### src/rtl/rp_irq_pkg.sv
package rp_irq_pkg;

    localparam int unsigned LANE_W = 2;

    localparam logic [11:0] OFS_CAUSE  = 12'h138;
    localparam logic [11:0] OFS_ENABLE = 12'h13C;
    localparam logic [11:0] OFS_LINK   = 12'h144;
    localparam logic [11:0] OFS_RPCTL  = 12'h148;
    localparam logic [11:0] OFS_HEAD0  = 12'h158;
    localparam logic [11:0] OFS_HEAD1  = 12'h15C;

    localparam int unsigned B_INTX  = 16;
    localparam int unsigned B_MSI   = 17;
    localparam int unsigned B_LINK  = 11;
    localparam int unsigned B_BREN  = 0;
    localparam int unsigned B_EMPTY = 18;
    localparam int unsigned B_OVF   = 19;
    localparam int unsigned B_LANE  = 27;
    localparam int unsigned B_LEVEL = 29;
    localparam int unsigned B_VALID = 31;

    typedef struct packed {
        logic [LANE_W-1:0] lane;
        logic              level;
    } intx_evt_t;

    typedef enum logic [2:0] {
        SEL_NONE,
        SEL_CAUSE,
        SEL_ENABLE,
        SEL_LINK,
        SEL_RPCTL,
        SEL_HEAD0,
        SEL_HEAD1
    } reg_sel_t;

    function automatic reg_sel_t map_offset(input logic [11:0] ofs);
        case (ofs)
            OFS_CAUSE:  return SEL_CAUSE;
            OFS_ENABLE: return SEL_ENABLE;
            OFS_LINK:   return SEL_LINK;
            OFS_RPCTL:  return SEL_RPCTL;
            OFS_HEAD0:  return SEL_HEAD0;
            OFS_HEAD1:  return SEL_HEAD1;
            default:    return SEL_NONE;
        endcase
    endfunction

    function automatic logic [31:0] entry_word(input intx_evt_t e);
        logic [31:0] w;
        w = '0;
        w[B_VALID]             = 1'b1;
        w[B_LEVEL]             = e.level;
        w[B_LANE +: LANE_W]    = e.lane;
        return w;
    endfunction

endpackage

### src/rtl/rp_irq_fifo.sv
module rp_irq_fifo
    import rp_irq_pkg::*;
#(
    parameter int unsigned DEPTH = 16
) (
    input  logic      clk,
    input  logic      rst,
    input  logic      push_i,
    input  intx_evt_t push_evt_i,
    input  logic      pop_i,
    output intx_evt_t head_o,
    output logic      empty_o,
    output logic      drop_o,
    output logic      nonempty_next_o
);
    localparam int unsigned PW = (DEPTH > 1) ? $clog2(DEPTH) : 1;
    localparam logic [PW-1:0] LAST = PW'(DEPTH - 1);

    intx_evt_t     slots [DEPTH];
    logic [PW-1:0] wp_q, rp_q, wp_d, rp_d, wp_inc;
    logic          full, accept, take;

    function automatic logic [PW-1:0] step(input logic [PW-1:0] p);
        return (p == LAST) ? '0 : p + 1'b1;
    endfunction

    assign wp_inc  = step(wp_q);
    assign empty_o = (wp_q == rp_q);
    assign full    = (wp_inc == rp_q);
    assign accept  = push_i && !full;
    assign take    = pop_i && !empty_o;
    assign drop_o  = push_i && full;

    assign wp_d = accept ? wp_inc : wp_q;
    assign rp_d = take ? step(rp_q) : rp_q;
    assign nonempty_next_o = (wp_d != rp_d);
    assign head_o = slots[rp_q];

    always_ff @(posedge clk) begin
        if (rst) begin
            wp_q <= '0;
            rp_q <= '0;
        end else begin
            wp_q <= wp_d;
            rp_q <= rp_d;
        end
    end

    always_ff @(posedge clk) begin
        if (accept) slots[wp_q] <= push_evt_i;
    end


    drop_hold_chk: assert property (@(posedge clk) disable iff (rst)
        (push_i && full) |=> (wp_q == $past(wp_q)));


    empty_pop_chk: assert property (@(posedge clk) disable iff (rst)
        (pop_i && empty_o) |=> (rp_q == $past(rp_q)));


    push_pop_chk: assert property (@(posedge clk) disable iff (rst)
        (push_i && pop_i && !full && !empty_o) |=> !empty_o);

endmodule

### src/rtl/rp_irq_regs.sv
module rp_irq_regs
    import rp_irq_pkg::*;
(
    input  logic        clk,
    input  logic        rst,
    input  logic        bus_wr,
    input  logic        bus_rd,
    input  logic [11:0] bus_addr,
    input  logic [31:0] bus_wdata,
    input  logic        link_up,
    input  intx_evt_t   head_i,
    input  logic        empty_i,
    input  logic        drop_i,
    input  logic        nonempty_next_i,
    output logic        pop_o,
    output logic [31:0] bus_rdata,
    output logic        bridge_en,
    output logic        irq
);
    reg_sel_t    sel;
    logic [1:0]  cause_q, cause_d, cause_clr;   // {msi, intx}
    logic [31:0] enable_q;
    logic        ovf_q, bren_q;
    logic [31:0] head_word;

    assign sel   = map_offset(bus_addr);
    assign pop_o = bus_wr && (sel == SEL_HEAD0 || sel == SEL_HEAD1);

    assign cause_clr = (bus_wr && sel == SEL_CAUSE) ?
                       {bus_wdata[B_MSI], bus_wdata[B_INTX]} : 2'b00;
    assign cause_d   = (cause_q & ~cause_clr) | {1'b0, nonempty_next_i};

    always_ff @(posedge clk) begin
        if (rst) begin
            cause_q  <= '0;
            enable_q <= '0;
            ovf_q    <= 1'b0;
            bren_q   <= 1'b0;
        end else begin
            cause_q <= cause_d;
            if (drop_i) ovf_q <= 1'b1;
            if (bus_wr && sel == SEL_ENABLE) enable_q <= bus_wdata;
            if (bus_wr && sel == SEL_RPCTL)  bren_q   <= bus_wdata[B_BREN];
        end
    end

    assign irq       = |(cause_q & {enable_q[B_MSI], enable_q[B_INTX]});
    assign bridge_en = bren_q;
    assign head_word = empty_i ? 32'h0 : entry_word(head_i);

    always_comb begin
        bus_rdata = '0;
        if (bus_rd) begin
            case (sel)
                SEL_CAUSE: begin
                    bus_rdata[B_INTX] = cause_q[0];
                    bus_rdata[B_MSI]  = cause_q[1];
                end
                SEL_ENABLE: bus_rdata = enable_q;
                SEL_LINK:   bus_rdata[B_LINK] = link_up;
                SEL_RPCTL: begin
                    bus_rdata[B_BREN]  = bren_q;
                    bus_rdata[B_EMPTY] = empty_i;
                    bus_rdata[B_OVF]   = ovf_q;
                end
                SEL_HEAD0: bus_rdata = head_word;
                default:   bus_rdata = '0;
            endcase
        end
    end


    intx_forced_chk: assert property (@(posedge clk) disable iff (rst)
        !empty_i |-> cause_q[0]);


    ovf_sticky_chk: assert property (@(posedge clk) disable iff (rst)
        ovf_q |=> ovf_q);


    bren_write_chk: assert property (@(posedge clk) disable iff (rst)
        (bus_wr && sel == SEL_RPCTL) |=> (bridge_en == $past(bus_wdata[B_BREN])));


    irq_gate_chk: assert property (@(posedge clk) disable iff (rst)
        (bus_wr && sel == SEL_ENABLE && bus_wdata[B_INTX:B_MSI-1] == 2'b00
         && bus_wdata[B_MSI] == 1'b0) |=> !irq);

endmodule

### src/rtl/rp_intx_collector.sv
module rp_intx_collector
    import rp_irq_pkg::*;
#(
    parameter int unsigned DEPTH = 16
) (
    input  logic        clk,
    input  logic        rst,
    input  logic        evt_valid,
    input  logic [1:0]  evt_lane,
    input  logic        evt_level,
    input  logic        link_up,
    input  logic        bus_wr,
    input  logic        bus_rd,
    input  logic [11:0] bus_addr,
    input  logic [31:0] bus_wdata,
    output logic [31:0] bus_rdata,
    output logic        bridge_en,
    output logic        irq
);
    intx_evt_t evt, head;
    logic      empty, drop, ne_next, pop;

    assign evt.lane  = evt_lane;
    assign evt.level = evt_level;

    rp_irq_fifo #(.DEPTH(DEPTH)) u_fifo (
        .clk             (clk),
        .rst             (rst),
        .push_i          (evt_valid),
        .push_evt_i      (evt),
        .pop_i           (pop),
        .head_o          (head),
        .empty_o         (empty),
        .drop_o          (drop),
        .nonempty_next_o (ne_next)
    );

    rp_irq_regs u_regs (
        .clk             (clk),
        .rst             (rst),
        .bus_wr          (bus_wr),
        .bus_rd          (bus_rd),
        .bus_addr        (bus_addr),
        .bus_wdata       (bus_wdata),
        .link_up         (link_up),
        .head_i          (head),
        .empty_i         (empty),
        .drop_i          (drop),
        .nonempty_next_i (ne_next),
        .pop_o           (pop),
        .bus_rdata       (bus_rdata),
        .bridge_en       (bridge_en),
        .irq             (irq)
    );

endmodule

### config.mk
export PLATFORM = sky130hd
export DESIGN_NAME = rp_intx_collector
export DESIGN_NICKNAME = d
export VERILOG_FILES = /design/src/rtl/rp_irq_pkg.sv /design/src/rtl/rp_irq_fifo.sv /design/src/rtl/rp_irq_regs.sv /design/src/rtl/rp_intx_collector.sv
export SDC_FILE = /design/constraint.sdc
export NUM_CORES = 1
export LEC_CHECK = 0
export BUFFER_PORTS_ARGS = -buffer_cell sky130_fd_sc_hd__buf_2
export CORE_ASPECT_RATIO = 1.1
export CORE_MARGIN = 8
export CORE_UTILIZATION = 59
export CTS_BUF_LIST = sky130_fd_sc_hd__clkbuf_8 sky130_fd_sc_hd__clkbuf_16
export CTS_CLUSTER_SIZE = 25
export DETAILED_ROUTE_END_ITERATION = 12
export PLACE_DENSITY = 0.85
export SKIP_CTS_REPAIR_TIMING = 1
export SLEW_MARGIN = 20
export SYNTH_ARGS = -nofsm -noshare
export SYNTH_HDL_FRONTEND = slang
export SYNTH_SLANG_ARGS = --single-unit
export TNS_END_PERCENT = 10
### constraint.sdc
create_clock -name clk -period 7.2 [get_ports clk]
set_input_delay 1.8 -clock clk [delete_from_list [all_inputs] [get_ports clk]]
set_output_delay 1.8 -clock clk [all_outputs]
set_load 0.01 [all_outputs]
==> results.json <==
{
  "outcome": "finished, final reports clean",
  "cts.sinks": 92,
  "antenna_cells": 0,
  "async_flop_share_pct": 0,
  "chipHeight_um": 106,
  "vdd_drop_max_mv": 0.143,
  "worstHoldPathType": "flip-flop to flip-flop",
  "r2r-start": "u_fifo.wp_q[0]",
  "drv_cap": 0,
  "track_usage_pct": 19.5,
  "cp_slowest_stage_delay_ns": 0.87,
  "synth.distinct_cells": 52,
  "clockBufferDepth": 2,
  "numPortBuffers": 86,
  "dr.pass1.iters": 4,
  "r2r_end": "u_fifo.slots[1][2]",
  "synth_seq_area_share_pct": 53.5,
  "cp_cell_sequence": "buf_2, nor4_4, nand4_1, nor4b_1, a22oi_1, nor2b_1, buf_2",
  "critPathKind": "input port to primary output",
  "detail-route-antenna-nets": 0,
  "hold_path_depth": 2,
  "clk_latency_ns": 0.37,
  "root_buffer": "clkbuf_8",
  "ys_seq_elements": 92,
  "period_needed_ns": 5.60,
  "viasPerCell": 5.73,
  "cp_slowest_cell": "nor4b_1",
  "drt_iter0_drc": 182,
  "cp_max_fo": 4,
  "top_layer": "met4",
  "finalSetupViolCount": 0,
  "synthCells": 396,
  "final_nets": 523,
  "core_um2": 7310,
  "synthFlopType": "edfxtp_1",
  "crit_path_frequent_cell": "buf_2",
  "period_share_pct": 77.8,
  "leakagePower_nw": 1.84,
  "tightestPinTransition_ns": 0.972,
  "min_to": "u_regs.enable_q[6]",
  "yosys-top-cells-area": "edfxtp_1 (33%), dfxtp_1 (20%), mux4_2 (7.8%)",
  "r2r_slack_ns": 4.32,
  "grt.overflow.total": 0,
  "start_util_pct": 59.4,
  "yosys.area.top_type": "edfxtp_1",
  "reg2reg_depth": 8,
  "setup_tns_ns": 0,
  "fillCellCount": 548,
  "grt_pass1_wl_um": 16100,
  "min_from": "u_regs.enable_q[6]",
  "crit_path_end_kind": "primary output",
  "max_freq_mhz": 178,
  "drive_above_1_share_pct": 28.1,
  "dp_slack_ns": 1.59,
  "syn2layout_area_growth_pct": 13.7,
  "final-hold-violation-count": 0,
  "synth_fp_nets": 454,
  "antenna_found_initial": 0,
  "rsz0062_at_grt": "false",
  "regArea_um2": 2320,
  "dp_cells": 541,
  "synth-edff-count": 48,
  "drv_slew": 0,
  "cts_tree": "yes",
  "wl_met2_um": 4800,
  "clkTransAtPathRegs_ns": 0.09,
  "die_area_um2": 10400,
  "yosys.area.top_type_share_pct": 33.2,
  "first_global_vias": 3276,
  "fin_cells": 557,
  "synth_area_um2": 4340,
  "rows": 33,
  "cts_inserted_buffers": 9,
  "drt_wl_total_um": 9700,
  "fin_util_pct": 67.5,
  "syn_area_per_cell_um2": 11.0,
  "final_cell_mix": "buf_2 (86), nand2_1 (78), edfxtp_1 (48)",
  "met3_wirelength_um": 593,
  "critPathLaunchType": "input port",
  "via_count": 3189,
  "cts_max_level": 3,
  "ioPinCount": 87,
  "clock_skew_ns": 0.0106,
  "drt-met1-wl_um": 4160,
  "cp.required_ns": 5.40,
  "timing.critical_path.buf_inv": 2,
  "power.density_nw_per_um2": 195,
  "synth_warnings": 0,
  "finalPower_mw": 0.961,
  "critical-path-top-delay-family": "simple AND/OR/NAND/NOR gates",
  "arrival_ns": 3.80,
  "setup_slack_ns": 1.60,
  "hpwl_um": 7020,
  "die_w_um": 97.8,
  "wl_per_cell_um": 17.4,
  "relSlewSlack_pct": 34.3,
  "globalplace.congestion": 0.817,
  "drc": 0,
  "final_common_cell": "buf_2",
  "grt_max_degree": 45,
  "multi_input_area_um2": 1860
}
==> stage by stage <==
stage | cell area, µm² | hold WS [ns]
finish | 4940 | 0.450
global route | 4940 | 0.475
CTS | 4930 | 0.453
detailed placement | 4740 | 0.440
global placement | 4730 | 0.433
floorplan | 4340 | 0.427
==> layout make-up <==
class / count / area share [%]
flip-flops and latches: 92 / 47.1
repair buffers: 86 / 8.72
clock buffers: 9 / 2.51
well taps: 87 / 2.21
inverters: 4 / 0.304
clock inverters: 7 / 1.44
multi-input cells: 272 / 37.7
==> kinds of logic after synthesis <==
kind of cell | share of synthesized area [%]
buffers and inverters | 3.75
and+or+nand+nor | 20.3
muxes | 8.93
adders and majority gates | 1.44
xor gates and xnor gates | 3.31
DFF | 53.5
AOI/OAI and AO/OA | 8.79
==> power by group <==
| part | switching [mW] | internal, mW | total [mW] | leakage, nW |
|---|---|---|---|---|
| logic | 0.0347 | 0.0254 | 0.0602 | 0.949 |
| registers | 0.00516 | 0.556 | 0.561 | 0.789 |
| clock network | 0.203 | 0.138 | 0.340 | 0.102 |
| total | 0.243 | 0.719 | 0.961 | 1.84 |
==> routing by layer <==
layer	track usage [%]	vias up
met4	11.1	0
met3	4.90	10
li1	-	1533
met2	31.3	113
met5	0	-
met1	23.5	1533
==> state kept, by name (all words and copies together), names as in the netlist <==
| name | cells |
|---|---|
| u_regs.cause_q | 2 |
| u_regs.ovf_q | 1 |
| u_regs.enable_q | 32 |
| u_fifo.wp_q | 4 |
| u_fifo.slots | 48 |
| u_regs.bridge_en | 1 |
| u_fifo.rp_q | 4 |
==> worst min-delay path, stage by stage, from the launching register on <==
cell	delay, ns
dfxtp_1	0.32
nand2_1	0.05
a21oi_1	0.05
==> worst max path at each step <==
stage	cells past startpoint	slack, ns	startpoint	end
after floorplan	7	2.26	bus_addr[11]	bus_rdata[27]
after global placement	7	1.66	bus_addr[11]	bus_rdata[28]
after detailed placement	7	1.59	bus_addr[11]	bus_rdata[28]
after CTS	7	1.57	bus_addr[11]	bus_rdata[29]
after global routing	7	1.40	bus_addr[11]	bus_rdata[28]
final	7	1.60	bus_addr[11]	bus_rdata[28]
==> cells in the mapped netlist, types with 2 or more instances <==
| library cell | n |
|---|---|
| nand2b_1 | 3 |
| edfxtp_1 | 48 |
| a22oi_1 | 6 |
| inv_1 | 4 |
| o21ai_0 | 3 |
| nand4_1 | 3 |
| nor2b_1 | 13 |
| buf_4 | 3 |
| buf_6 | 4 |
| a21oi_1 | 38 |
| clkbuf_1 | 19 |
| o211ai_1 | 2 |
| nor2_1 | 23 |
| xor2_1 | 8 |
| nand3_1 | 4 |
| nand2_1 | 78 |
| nor3b_2 | 2 |
| dfxtp_1 | 44 |
| ha_1 | 5 |
| xnor2_1 | 4 |
| a41oi_2 | 2 |
| and3b_1 | 2 |
| and3_1 | 2 |
| mux4_2 | 15 |
| nor3_1 | 7 |
| and2_1 | 24 |
| mux2i_1 | 5 |
Power figures use the tool's default switching activity.
